File: config.mk
export PLATFORM = sky130hd
export DESIGN_NAME = dual_timer
export DESIGN_NICKNAME = d
export VERILOG_FILES = /design/src/rtl/tmr_pkg.sv /design/src/rtl/tmr_sync.sv /design/src/rtl/tmr_edge.sv /design/src/rtl/tmr_counter.sv /design/src/rtl/dual_timer.sv
export SDC_FILE = /design/constraint.sdc
export NUM_CORES = 1
export LEC_CHECK = 0
export BUFFER_PORTS_ARGS = -buffer_cell sky130_fd_sc_hd__buf_2
export CAP_MARGIN = 20
export CELL_PAD_IN_SITES_DETAIL_PLACEMENT = 1
export CELL_PAD_IN_SITES_GLOBAL_PLACEMENT = 1
export CORE_MARGIN = 2
export CORE_UTILIZATION = 51
export DETAILED_ROUTE_END_ITERATION = 16
export PLACE_DENSITY = 0.92
export RECOVER_POWER = 50
export SETUP_SLACK_MARGIN = 0.4
export SLEW_MARGIN = 20
export SYNTH_ARGS = -nofsm -noshare
export SYNTH_HDL_FRONTEND = slang
export SYNTH_SLANG_ARGS = --single-unit
File: constraint.sdc
create_clock -name clk -period 5.35 [get_ports clk]
set_input_delay 0 -clock clk [delete_from_list [all_inputs] [get_ports clk]]
set_output_delay 0 -clock clk [all_outputs]
set_load 0.02 [all_outputs]
File: src/rtl/tmr_pkg.sv
package tmr_pkg;

   localparam int REG_ADDR_W = 3;

   typedef enum logic [REG_ADDR_W-1:0] {
      RA_CTRL = 3'd0,
      RA_T0   = 3'd1,
      RA_T1L  = 3'd2,
      RA_T1H  = 3'd3,
      RA_FLAG = 3'd4,
      RA_MASK = 3'd5
   } reg_addr_e;

   // Control byte, MSB first
   typedef struct packed {
      logic t1_ext;
      logic t1_src;
      logic t1_fall;
      logic t1_en;
      logic rsvd;
      logic t0_src;
      logic t0_fall;
      logic t0_en;
   } ctrl_t;

   localparam int CTRL_W = $bits(ctrl_t);

endpackage

File: src/rtl/tmr_sync.sv
module tmr_sync #(
   parameter int STAGES = 2
) (
   input  logic clk,
   input  logic rst_n,
   input  logic din,
   output logic dout
);

   generate
      if (STAGES == 0) begin : g_bypass
         assign dout = din;
      end else begin : g_chain
         logic [STAGES-1:0] sh_q;
         always_ff @(posedge clk or negedge rst_n) begin
            if (!rst_n) begin
               sh_q <= '0;
            end else begin
               sh_q[0] <= din;
               for (int i = 1; i < STAGES; i++) begin
                  sh_q[i] <= sh_q[i-1];
               end
            end
         end
         assign dout = sh_q[STAGES-1];
      end
   endgenerate

endmodule

File: src/rtl/tmr_edge.sv
module tmr_edge (
   input  logic clk,
   input  logic rst_n,
   input  logic sig,
   input  logic fall_sel,
   output logic pulse
);

   logic prev_q;

   always_ff @(posedge clk or negedge rst_n) begin
      if (!rst_n) prev_q <= 1'b0;
      else        prev_q <= sig;
   end

   assign pulse = fall_sel ? (prev_q & ~sig) : (sig & ~prev_q);

endmodule

File: src/rtl/tmr_counter.sv
module tmr_counter #(
   parameter int W = 8
) (
   input  logic         clk,
   input  logic         rst_n,
   input  logic         en,
   input  logic         step,
   input  logic         load,
   input  logic [W-1:0] load_val,
   output logic [W-1:0] cnt,
   output logic         wrap
);

   localparam logic [W-1:0] TOP = {W{1'b1}};

   logic [W-1:0] cnt_q;
   logic [W-1:0] pre_q;

   assign wrap = en & step & ~load & (cnt_q == TOP);

   always_ff @(posedge clk or negedge rst_n) begin
      if (!rst_n) begin
         cnt_q <= '0;
         pre_q <= '0;
      end else if (load) begin
         cnt_q <= load_val;
         pre_q <= load_val;
      end else if (en && step) begin
         cnt_q <= (cnt_q == TOP) ? pre_q : cnt_q + 1'b1;
      end
   end

   assign cnt = cnt_q;

endmodule

File: src/rtl/dual_timer.sv
module dual_timer
   import tmr_pkg::*;
#(
   parameter int DATA_W    = 8,
   parameter int T0_W      = 8,
   parameter int T1_W      = 16,
   parameter int EXT_SYNC  = 2
) (
   input  logic                  clk,
   input  logic                  rst_n,
   input  logic                  wr_en,
   input  logic                  rd_en,
   input  logic [REG_ADDR_W-1:0] addr,
   input  logic [DATA_W-1:0]     wdata,
   output logic [DATA_W-1:0]     rdata,
   input  logic                  tick_a,
   input  logic                  tick_b,
   input  logic                  ext_cnt,
   output logic                  irq
);

   localparam int NTMR = 2;

   generate
      if (DATA_W != CTRL_W) begin : g_bad_data
         $error("dual_timer: DATA_W must equal the control byte width");
      end
      if (T0_W < 2 || T0_W > DATA_W) begin : g_bad_t0
         $error("dual_timer: T0_W must lie in 2..DATA_W");
      end
      if (T1_W != 2 * DATA_W) begin : g_bad_t1
         $error("dual_timer: T1_W must be twice DATA_W");
      end
      if (EXT_SYNC < 2) begin : g_bad_sync
         $error("dual_timer: EXT_SYNC needs at least two stages");
      end
   endgenerate

   ctrl_t             ctrl_q;
   logic [NTMR-1:0]   flag_q;
   logic [NTMR-1:0]   mask_q;
   logic [DATA_W-1:0] lo_buf_q;

   logic wr_ctrl, wr_t0, wr_t1l, wr_t1h, wr_flag, wr_mask, rd_t1h;
   assign wr_ctrl = wr_en && (addr == RA_CTRL);
   assign wr_t0   = wr_en && (addr == RA_T0);
   assign wr_t1l  = wr_en && (addr == RA_T1L);
   assign wr_t1h  = wr_en && (addr == RA_T1H);
   assign wr_flag = wr_en && (addr == RA_FLAG);
   assign wr_mask = wr_en && (addr == RA_MASK);
   assign rd_t1h  = rd_en && (addr == RA_T1H);

   logic t0_run, t1_run;
   assign t0_run = ctrl_q.t0_en;
   assign t1_run = ctrl_q.t1_en;

   // ---------------- timer 0 ----------------
   logic            t0_raw, t0_step, t0_wrap;
   logic [T0_W-1:0] t0_cnt;

   assign t0_raw = ctrl_q.t0_src ? tick_b : tick_a;

   tmr_edge u_t0_edge (
      .clk      (clk),
      .rst_n    (rst_n),
      .sig      (t0_raw),
      .fall_sel (ctrl_q.t0_fall),
      .pulse    (t0_step)
   );

   tmr_counter #(.W(T0_W)) u_t0_cnt (
      .clk      (clk),
      .rst_n    (rst_n),
      .en       (t0_run),
      .step     (t0_step),
      .load     (wr_t0),
      .load_val (wdata[T0_W-1:0]),
      .cnt      (t0_cnt),
      .wrap     (t0_wrap)
   );

   // ---------------- timer 1 ----------------
   logic            ext_s, t1_int, t1_raw, t1_step, t1_wrap;
   logic [T1_W-1:0] t1_cnt;

   tmr_sync #(.STAGES(EXT_SYNC)) u_ext_sync (
      .clk   (clk),
      .rst_n (rst_n),
      .din   (ext_cnt),
      .dout  (ext_s)
   );

   assign t1_int = ctrl_q.t1_src ? tick_b : tick_a;
   assign t1_raw = ctrl_q.t1_ext ? ext_s : t1_int;

   tmr_edge u_t1_edge (
      .clk      (clk),
      .rst_n    (rst_n),
      .sig      (t1_raw),
      .fall_sel (ctrl_q.t1_fall),
      .pulse    (t1_step)
   );

   tmr_counter #(.W(T1_W)) u_t1_cnt (
      .clk      (clk),
      .rst_n    (rst_n),
      .en       (t1_run),
      .step     (t1_step),
      .load     (wr_t1h),
      .load_val ({wdata, lo_buf_q}),
      .cnt      (t1_cnt),
      .wrap     (t1_wrap)
   );

   // ---------------- registers ----------------
   logic [NTMR-1:0] wrap_vec;
   logic [NTMR-1:0] clr_vec;
   assign wrap_vec = {t1_wrap, t0_wrap};
   assign clr_vec  = wr_flag ? wdata[NTMR-1:0] : '0;

   always_ff @(posedge clk or negedge rst_n) begin
      if (!rst_n) begin
         ctrl_q   <= '0;
         flag_q   <= '0;
         mask_q   <= '1;
         lo_buf_q <= '0;
      end else begin
         if (wr_ctrl) begin
            ctrl_q      <= ctrl_t'(wdata);
            ctrl_q.rsvd <= 1'b0;
         end
         if (wr_mask) mask_q <= wdata[NTMR-1:0];
         // a new overflow beats a clear in the same cycle
         flag_q <= (flag_q & ~clr_vec) | wrap_vec;
         if (wr_t1l)      lo_buf_q <= wdata;
         else if (rd_t1h) lo_buf_q <= t1_cnt[DATA_W-1:0];
      end
   end

   always_comb begin
      unique case (addr)
         RA_CTRL: rdata = DATA_W'(ctrl_q);
         RA_T0:   rdata = DATA_W'(t0_cnt);
         RA_T1L:  rdata = lo_buf_q;
         RA_T1H:  rdata = t1_cnt[T1_W-1:DATA_W];
         RA_FLAG: rdata = DATA_W'(flag_q);
         RA_MASK: rdata = DATA_W'(mask_q);
         default: rdata = '0;
      endcase
   end

   assign irq = |(flag_q & ~mask_q);

endmodule

* Word level (Yosys, flattened, before mapping)
Cells that the tools add are included.
Cells by class: bitwise operators 21, mux-type cells 15, equality and inequality tests 7, add/subtract/negate cells 2, reduce and logical (&&, ||, !) cells 14
Operators with widths (count):
- $mux W16 | 3
- $pmux W8 S6 | 1
- $mux W8 | 5
- $add A16 B1 Y16 const B | 1
- $eq A16 B16 Y1 const B | 1
- $and A1 B1 Y1 | 10
- $logic_and A1 B1 Y1 | 9
- $add A8 B1 Y8 const B | 1
- $eq A8 B8 Y1 const B | 1
- $eq A3 B2 Y1 const B | 2
- $eq A3 B3 Y1 const B | 2
- $not A1 Y1 | 6
- $reduce_bool A2 Y1 | 3
- $mux W1 | 5
- $and A2 B2 Y2 | 2
- $not A2 Y2 | 2
- $eq A3 B1 Y1 const B | 1
- $logic_not A3 Y1 | 1
- $mux W2 | 1
- $or A2 B2 Y2 | 1
- $reduce_or A2 Y1 | 1
Word-level totals: logic and storage cells 76, flip-flop bits (word level) 71, bits of input ports 18, output and inout port bits 9

* Depth between registers and ports, before layout
Gate-level depths: netlist of run 1.
depth in word-level cells 9, depth in mapped cells 8

* Cells and area by module
A second synthesis of run 1 with hierarchy kept.
Unflattened totals: cells, all modules 402, area, all modules 4120.2 um2
Modules (own cells, without submodules):
- tmr_counter at u_t1_cnt | cells an instance 196, area each 1848.0 um2, times used 1
- dual_timer | cells an instance 107, area each 1217.4 um2, times used 1
- tmr_counter at u_t0_cnt | cells an instance 89, area each 909.6 um2, times used 1
- tmr_edge | cells an instance 4, area each 47.5 um2, times used 2
- tmr_sync | cells an instance 2, area each 50.0 um2, times used 1

* Worst setup path after synthesis of run 1
No wires, ideal clock.
kind register to register, start point register u_t1_cnt.cnt_q[0] (netlist: u_t1_cnt.cnt[0]), end point register u_t1_cnt.cnt_q[1] (netlist: u_t1_cnt.cnt[1]), period minus slack after synthesis 1884 ps, setup time 124 ps, arrival 1760 ps, cell stages (with the launch flop) 8, path buffers 1, slack 3466 ps, data required time 5226 ps, path through dfrtp_1 -> ha_1 -> nand4_1 -> or4_4 -> buf_6 -> and2_1 -> a211oi_2 -> o21ai_1
Between the ends: cells in the longest elaborated chain, start to end 4, elaborated cells between the ends (all ways) 5, those cells by class 1 x add/sub; 1 x eq/ne; 3 x mux
Ends and longest elaborated chain:
- start, declared | RTL line tmr_counter.sv:16 | logic [W-1:0] cnt_q;
- start signal, assigned | RTL line tmr_counter.sv:26 | cnt_q <= load_val;
- start signal, assigned | RTL line tmr_counter.sv:29 | cnt_q <= (cnt_q == TOP) ? pre_q : cnt_q + 1'b1;
- $add A16 B1 Y16 or $eq A16 B16 Y1 (tied branches) | RTL line tmr_counter.sv:29
- $mux W16 (*) | RTL line tmr_counter.sv:29
- $mux W16 (*) | RTL line tmr_counter.sv:28 | end else if (en && step) begin
- $mux W16 (*) | RTL line tmr_counter.sv:25 | end else if (load) begin
Every way passes the cells marked *; elsewhere a longest branch is shown, timed or not. The select of a mux whose other input is x is not followed. A chain may end at the register's enable or synchronous reset.

* Worst setup path in the final report of run 1
start point register ctrl_q[6] in the netlist's numbering, end point register u_t1_cnt.cnt_q[3] (netlist: u_t1_cnt.cnt[3])
Between the ends: cells in the longest elaborated chain, start to end 7, elaborated cells between the ends (all ways) 8, those cells by class 3 x mux; 3 x bitwise; 2 x reduce/logical
Ends and longest elaborated chain:
- start, declared | RTL line dual_timer.sv:39 | ctrl_t ctrl_q;
- start signal, assigned | RTL line dual_timer.sv:129 | ctrl_q <= ctrl_t'(wdata);
- $mux W1 (*) | RTL line dual_timer.sv:93 | assign t1_int = ctrl_q.t1_src ? tick_b : tick_a;
- $mux W1 (*) | RTL line dual_timer.sv:94 | assign t1_raw = ctrl_q.t1_ext ? ext_s : t1_int;
- $not A1 Y1 | RTL line tmr_edge.sv:16 | assign pulse = fall_sel ? (prev_q & ~sig) : (sig & ~prev_q);
- $and A1 B1 Y1 | RTL line tmr_edge.sv:16
- $mux W1 (*) | RTL line tmr_edge.sv:16
- $logic_and A1 B1 Y1 (*) | RTL line tmr_counter.sv:28
- $reduce_bool A2 Y1 (no line) (*)
Every way passes the cells marked *; elsewhere a longest branch is shown, timed or not.

==> results.cfg, run 1 <==
[floorplanning]
dieArea_sq_mm = 0.008506
core-area_sq_mm = 0.007647
start_util_pct = 51.91
die_x_microns = 92.23
io_pins = 27
die_h_microns = 92.23
row_count = 32

[power]
switching_share_pct = 39.98
pwr-share-seq_pct = 49.0
p_total_uw = 1798
power_switching_uw = 718.8
p_leak_uw = 0.001993
p_int_uw = 1079
pwr-share-comb_pct = 27.8
peakVddDrop_mv = 0.1684
power_density_mw_per_mm2 = 404.6
power.clock.fraction_pct = 23.2

[grt]
globalRouteTotalUtil_pct = 36.50
antenna_found_initial = 0
overflow = 0
grt_pass1_vias = 4162
grt_pass1_wl_mm = 23.48
grt_max_degree = 72

[placed_design]
post-dp-hpwl_mm = 8.555
placed_cell_area_sq_mm = 0.004131
io_buffers = 26
gp_congestion = 0.8762

[cts]
clk_pin_slew_ps = 80
clock_sinks = 71
post_cts_resized = 0
cts_made_buffers = 9
htree_levels = 3
cts_tree = yes
cts-root-buf = clkbuf_8
clockBufferDepth = 2
post_cts.repair.setup_buffers = 0
clock_latency_ps = 360

[sta]
hold-worst-slack_ps = 93.03
rsz0062_at_grt = false
worst_pin_slew_ps = 1174
relSlewSlack_pct = 21.72
clock.fmax_ghz = 0.3923
finClkSkew_ps = 13.42
hold_viol = 0
setup_viol_count_final = 0
tns_ps = 0
period_share_pct = 47.65
slew_viol_final = 0
fin_crit_ps = 2549

[run]
drv_cap = 0

[hold_path]
holdPathStages = 3
holdCritPathClass = input pin to flop
hp-start = wr_en

[route]
first_iter_violations = 430
ant_nets = 0
vias = 3902
first_pass_iters = 5
drc = 0
viasPerCell = 6.993
routed_wl_mm = 14.64
routedWlPerCell_microns = 26.24

[setup_path]
crit_fanout = 21
endpoint = u_t1_cnt.cnt[3]$_DFFE_PN0P_
crit_type = flop to flop
startpoint_type = flop
cp-startpoint = ctrl_q[6]$_DFFE_PN0P_
worstPathArrival_ps = 2800
reg2reg_to = u_t1_cnt.cnt[3]$_DFFE_PN0P_
end_kind = flop
cp.required_ps = 5600
r2r_cells = 5
worstReg2RegStart = ctrl_q[6]$_DFFE_PN0P_
r2r_setup_slack_ps = 2800

[logic_synthesis]
yosysUniqueCellTypes = 63
synth.cell_area_sq_mm = 0.003970
async_flop_share_pct = 100.0
ys_warn_count = 0
ys_seq_area_share_pct = 44.82
synth.avg_cell_area_sq_um = 9.363
synth_edf_count = 0
yosys_register_bits = 71
syn_inst = 424
syn-num-nets = 444
synth_ff_type = dfrtp_1

[finish]
final_cell_mix = nand2_1, dfrtp_1, o21ai_0, buf_2, nor2_1
n_fill_cell = 879
nets = 472
drive_gt1_share_pct = 17.54
final_area_sq_mm = 0.004444
diodes = 0
mostFrequentLayoutCell = nand2_1
areaGrowthSynthToFinish_pct = 11.94

[run_status]
status = finished, final reports clean
-- flip-flops by register name (all words and copies together) (netlist names) --
| register | flops |
|---|---|
| u_t1_cnt.cnt | 16 |
| u_ext_sync.g_chain.sh_q | 2 |
| u_t0_cnt.cnt | 8 |
| u_t0_cnt.pre_q | 8 |
| u_t1_cnt.pre_q | 16 |
| t0_run | 1 |
| flag_q | 2 |
| mask_q | 2 |
| lo_buf_q | 8 |
| u_t1_edge.prev_q | 1 |
| u_t0_edge.prev_q | 1 |
| t1_run | 1 |
| ctrl_q | 5 |
-- cell usage after synthesis, types with 3 or more instances --
cell	n	share of area (%)
a211oi_1	4	0.76
a21oi_1	15	1.9
a31oi_1	8	1.3
a41o_1	4	1.0
and2_1	6	0.95
and3_1	8	1.3
buf_2	6	0.76
clkbuf_1	11	1.0
dfrtp_1	69	43
inv_1	7	0.66
mux2_2	13	3.7
mux2i_1	15	3.8
mux4_2	5	2.8
nand2_1	91	8.6
nand3_1	18	2.3
nand3b_1	4	0.76
nand4_1	9	1.4
nor2_1	21	2.0
nor2b_1	7	1.1
nor3_1	3	0.38
nor3_2	3	0.76
nor3b_1	3	0.57
o2111ai_1	3	0.66
o21ai_0	30	3.8
o21ai_1	3	0.38
o31ai_1	6	1.1
-- power groups by stage --
| stage | Clock [uW] | Sequential [uW] | Combinational, uW |
|---|---|---|---|
| after floorplan | 0 | 783 | 349 |
| final | 417 | 880 | 501 |
| after detailed placement | 0 | 861 | 448 |
| after CTS | 415 | 856 | 473 |
| after global routing | 442 | 890 | 544 |
| after global placement | 0 | 850 | 413 |
-- worst max-delay path: stages, from the launching register on --
cell	delay, ps
dfrtp_1	430
mux2i_1	180
a2111o_1	490
a21boi_2	850
nor2_1	130
o41ai_2	340
-- metrics by stage --
stage	std cells	worst slack [ps]	util, %
after floorplan	424	3466	-
after global placement	531	3117	54.02
after detailed placement	531	2985	54.02
after CTS	558	2910	57.98
after global routing	558	2757	58.12
final	558	2801	58.12
-- cell type report --
class                      instances  area, sq um  area share [%]
multi-input combinational        322         2057           46.28
sequential                        71         1779           40.03
inverter                           7        26.28          0.5912
tap                              102        127.6           2.872
clock inverter                     3        17.52          0.3941
timing repair buffer              41        271.5           6.109
clock buffer                      12        165.2           3.716
-- worst min-delay path by stage --
stage	slack [ps]	end
after floorplan	-300	ctrl_q[1]$_DFFE_PN0P_
after global placement	110	u_ext_sync.g_chain.sh_q[0]$_DFF_PN0_
after detailed placement	110	u_ext_sync.g_chain.sh_q[0]$_DFF_PN0_
after CTS	60	u_t1_edge.prev_q$_DFF_PN0_
after global routing	100	flag_q[0]$_DFF_PN0_
final	90	flag_q[0]$_DFF_PN0_
-- cell families (layout without fill, tap and decap cells) --
logic type,count (synthesis),count (layout),share of synthesized area (%)
multiplexers,34,34,10.65
XOR/XNOR,2,2,0.4413
AND/OR/NAND/NOR,189,189,23.57
adder cells (fa/ha/maj),2,2,0.6302
flip-flops,71,71,44.82
buffers and inverters,31,63,3.719
AO/OA/AOI/OAI,95,95,16.17
-- layer usage --
metal	global-route usage (%)	routed length (microns)	up-vias
met5	0	0	-
met4	21.64	1077	0
met3	8.217	1260	109
met2	58.95	6863	281
met1	44.78	5442	1923
li1	-	-	1589
-- timing repair --
action                                  in CTS  in global routing
endpoints found under the setup margin       0                  0
hold buffers                                12                  0
hold endpoints to repair                    93                  0
Power figures use the tool's default switching activity.
==> run 2: changes to the inputs <==
--- a/config.mk
+++ b/config.mk
@@ -10,9 +10,9 @@
 export CELL_PAD_IN_SITES_DETAIL_PLACEMENT = 1
 export CELL_PAD_IN_SITES_GLOBAL_PLACEMENT = 1
 export CORE_MARGIN = 2
-export CORE_UTILIZATION = 51
+export CORE_UTILIZATION = 42
 export DETAILED_ROUTE_END_ITERATION = 16
-export PLACE_DENSITY = 0.92
+export PLACE_DENSITY = 0.82
 export RECOVER_POWER = 50
 export SETUP_SLACK_MARGIN = 0.4
 export SLEW_MARGIN = 20
==> constraint.sdc (replaced) <==
create_clock -name clk -period 2.1 [get_ports clk]
set_input_delay 0 -clock clk [delete_from_list [all_inputs] [get_ports clk]]
set_output_delay 0 -clock clk [all_outputs]
set_load 0.02 [all_outputs]
==> results.cfg, run 2 (synthesis results as in run 1) <==
[grt]
overflow = 0
grt_pass1_vias = 4030
met2_usage_pct = 44.93
busiest_layer = met2
grt_util_met3_pct = 3.658
grt_pass1_wl_mm = 21.88
grt_max_degree = 36
antenna_found_initial = 0
grt.met1_usage_pct = 37.36
globalRouteTotalUtil_pct = 27.94

[sta]
clock.fmax_ghz = 0.5151
worst_pin_slew_ps = 1257
hold_viol = 0
relSlewSlack_pct = 16.23
setup_viol_count_final = 0
finClkSkew_ps = 14.72
fin_crit_ps = 1941
rsz0062_at_grt = true
setup_ws_ps = 158.7
tns_ps = 0
slew_viol_final = 0
period_share_pct = 92.44

[placed_design]
io_buffers = 26
post-dp-hpwl_mm = 8.993
place_ws_ps = 118.6
gp_congestion = 0.9140

[setup_path]
worstPathCellList = nand4_1 > or4_4 > buf_6 > a2111o_1 > nand3_1
crit_fanout = 6
cp.required_ps = 2390
cp_num_buf_inv = 1
crit_type = flop to flop
cpPeakStageDelay_ps = 550
startpoint_type = flop
end_kind = flop
worstPathArrival_ps = 2230
cpMaxStageDelayCell = or4_4
cp_top_family = simple AND/OR/NAND/NOR gates

[finish]
drive_gt1_share_pct = 28.95
final_cell_mix = nand2_1, dfrtp_1, buf_4, o21ai_0, buf_2
nets = 509
n_fill_cell = 1049
areaGrowthSynthToFinish_pct = 22.82
mostFrequentLayoutCell = nand2_1
final-seq-area_sq_mm = 0.001789
diodes = 0
multi_input_area_sq_mm = 0.002182

[route]
first_iter_violations = 307
ant_nets = 0
routedWlPerCell_microns = 23.52
vias = 3895
viasPerCell = 6.438
first_pass_iters = 5
drc = 0
routed_wl_mm = 14.23

[floorplanning]
dieArea_sq_mm = 0.01025
die_h_microns = 101.2
io_pins = 27
die_x_microns = 101.2
row_count = 35
start_util_pct = 43.17
core-area_sq_mm = 0.009196

[cts]
cts_made_buffers = 9
cts-root-buf = clkbuf_8
clock_latency_ps = 360
cts_tree = yes
clockBufferDepth = 2
clk_pin_slew_ps = 80
clock_sinks = 71
htree_levels = 3

[hold_path]
holdCritPathClass = input pin to flop

[power]
power.clock.fraction_pct = 22.1
power_density_mw_per_mm2 = 1016
p_leak_uw = 0.002164
power_switching_uw = 1901
p_int_uw = 3053
pwr-share-seq_pct = 43.3
switching_share_pct = 38.38
pwr-share-comb_pct = 34.5
peakVddDrop_mv = 0.4992

[run_status]
status = finished, final reports clean

[run]
drv_cap = 0
==> run 2: path summary, 6_finish.rpt <==
path / start / endpoint / slack (ps) / cells past startpoint
setup / recovery: u_t1_cnt.cnt[12]$_DFFE_PN0P_ / u_t1_cnt.cnt[9]$_DFFE_PN0P_ / 160 / 5
hold / removal: tick_a / u_t1_edge.prev_q$_DFF_PN0_ / 50 / 3
setup reg to reg: u_t1_cnt.cnt[12]$_DFFE_PN0P_ / u_t1_cnt.cnt[9]$_DFFE_PN0P_ / 160 / 5
hold reg to reg: u_ext_sync.g_chain.sh_q[0]$_DFF_PN0_ / u_ext_sync.g_chain.sh_q[1]$_DFF_PN0_ / 370 / 0
max in group asynchronous: rst_n / u_t0_cnt.cnt[0]$_DFFE_PN0P_ / 380 / 3
min in group asynchronous: rst_n / u_t1_cnt.pre_q[6]$_DFFE_PN0P_ / 420 / 2
==> run 2: routing by layer <==
layer  part of all wire, %  vias to the layer above
li1                      -                     1672
met4                   3.9                        0
met1                    42                     1965
met5                     0                        -
met2                    48                      202
met3                   5.9                       56
==> run 2: repair_timing <==
| action | in CTS | in global routing |
|---|---|---|
| buffers inserted | 11 | 7 |
| gates cloned | 1 | 0 |
| endpoints found under the setup margin | 23 | 27 |
| pin swaps | 9 | 9 |
| hold buffers | 12 | 0 |
| resized for setup | 23 | 17 |
| endpoints found under the hold margin | 53 | 0 |
==> run 2: metrics by stage <==
step                total power (uW)  hold WS [ps]  instance area (sq um)  cells  util [%]
global route                    5181         83.41                   4876    605     53.02
floorplan                       2918        -295.6                   4000    424         -
finish                          4954         48.40                   4876    605     53.02
CTS                             4748         34.72                   4795    598     52.14
global placement                3394         14.45                   4317    558     46.94
detailed placement              3483         14.97                   4317    558     46.94
==> run 2: final cells by class <==
class,count,area share (%)
multi-input combinational,323,44.75
tap,111,2.848
sequential,71,36.69
clock inverter,6,1.257
clock buffer,10,2.617
inverter,7,0.5389
timing repair buffer,77,11.29
==> run 2: power groups by stage <==
stage | combinational (uW) | sequential (uW) | clock, uW
after floorplan | 907 | 2010 | 0
after global placement | 1280 | 2110 | 0
after detailed placement | 1340 | 2140 | 0
after CTS | 1540 | 2110 | 1100
after global routing | 1850 | 2180 | 1160
final | 1710 | 2150 | 1100
==> run 2: worst register-to-register path, cell delays in order (launching register included) <==
cell	delay, ps
dfrtp_1	440
nand4_1	300
or4_4	550
buf_6	160
a2111o_1	360
nand3_1	70
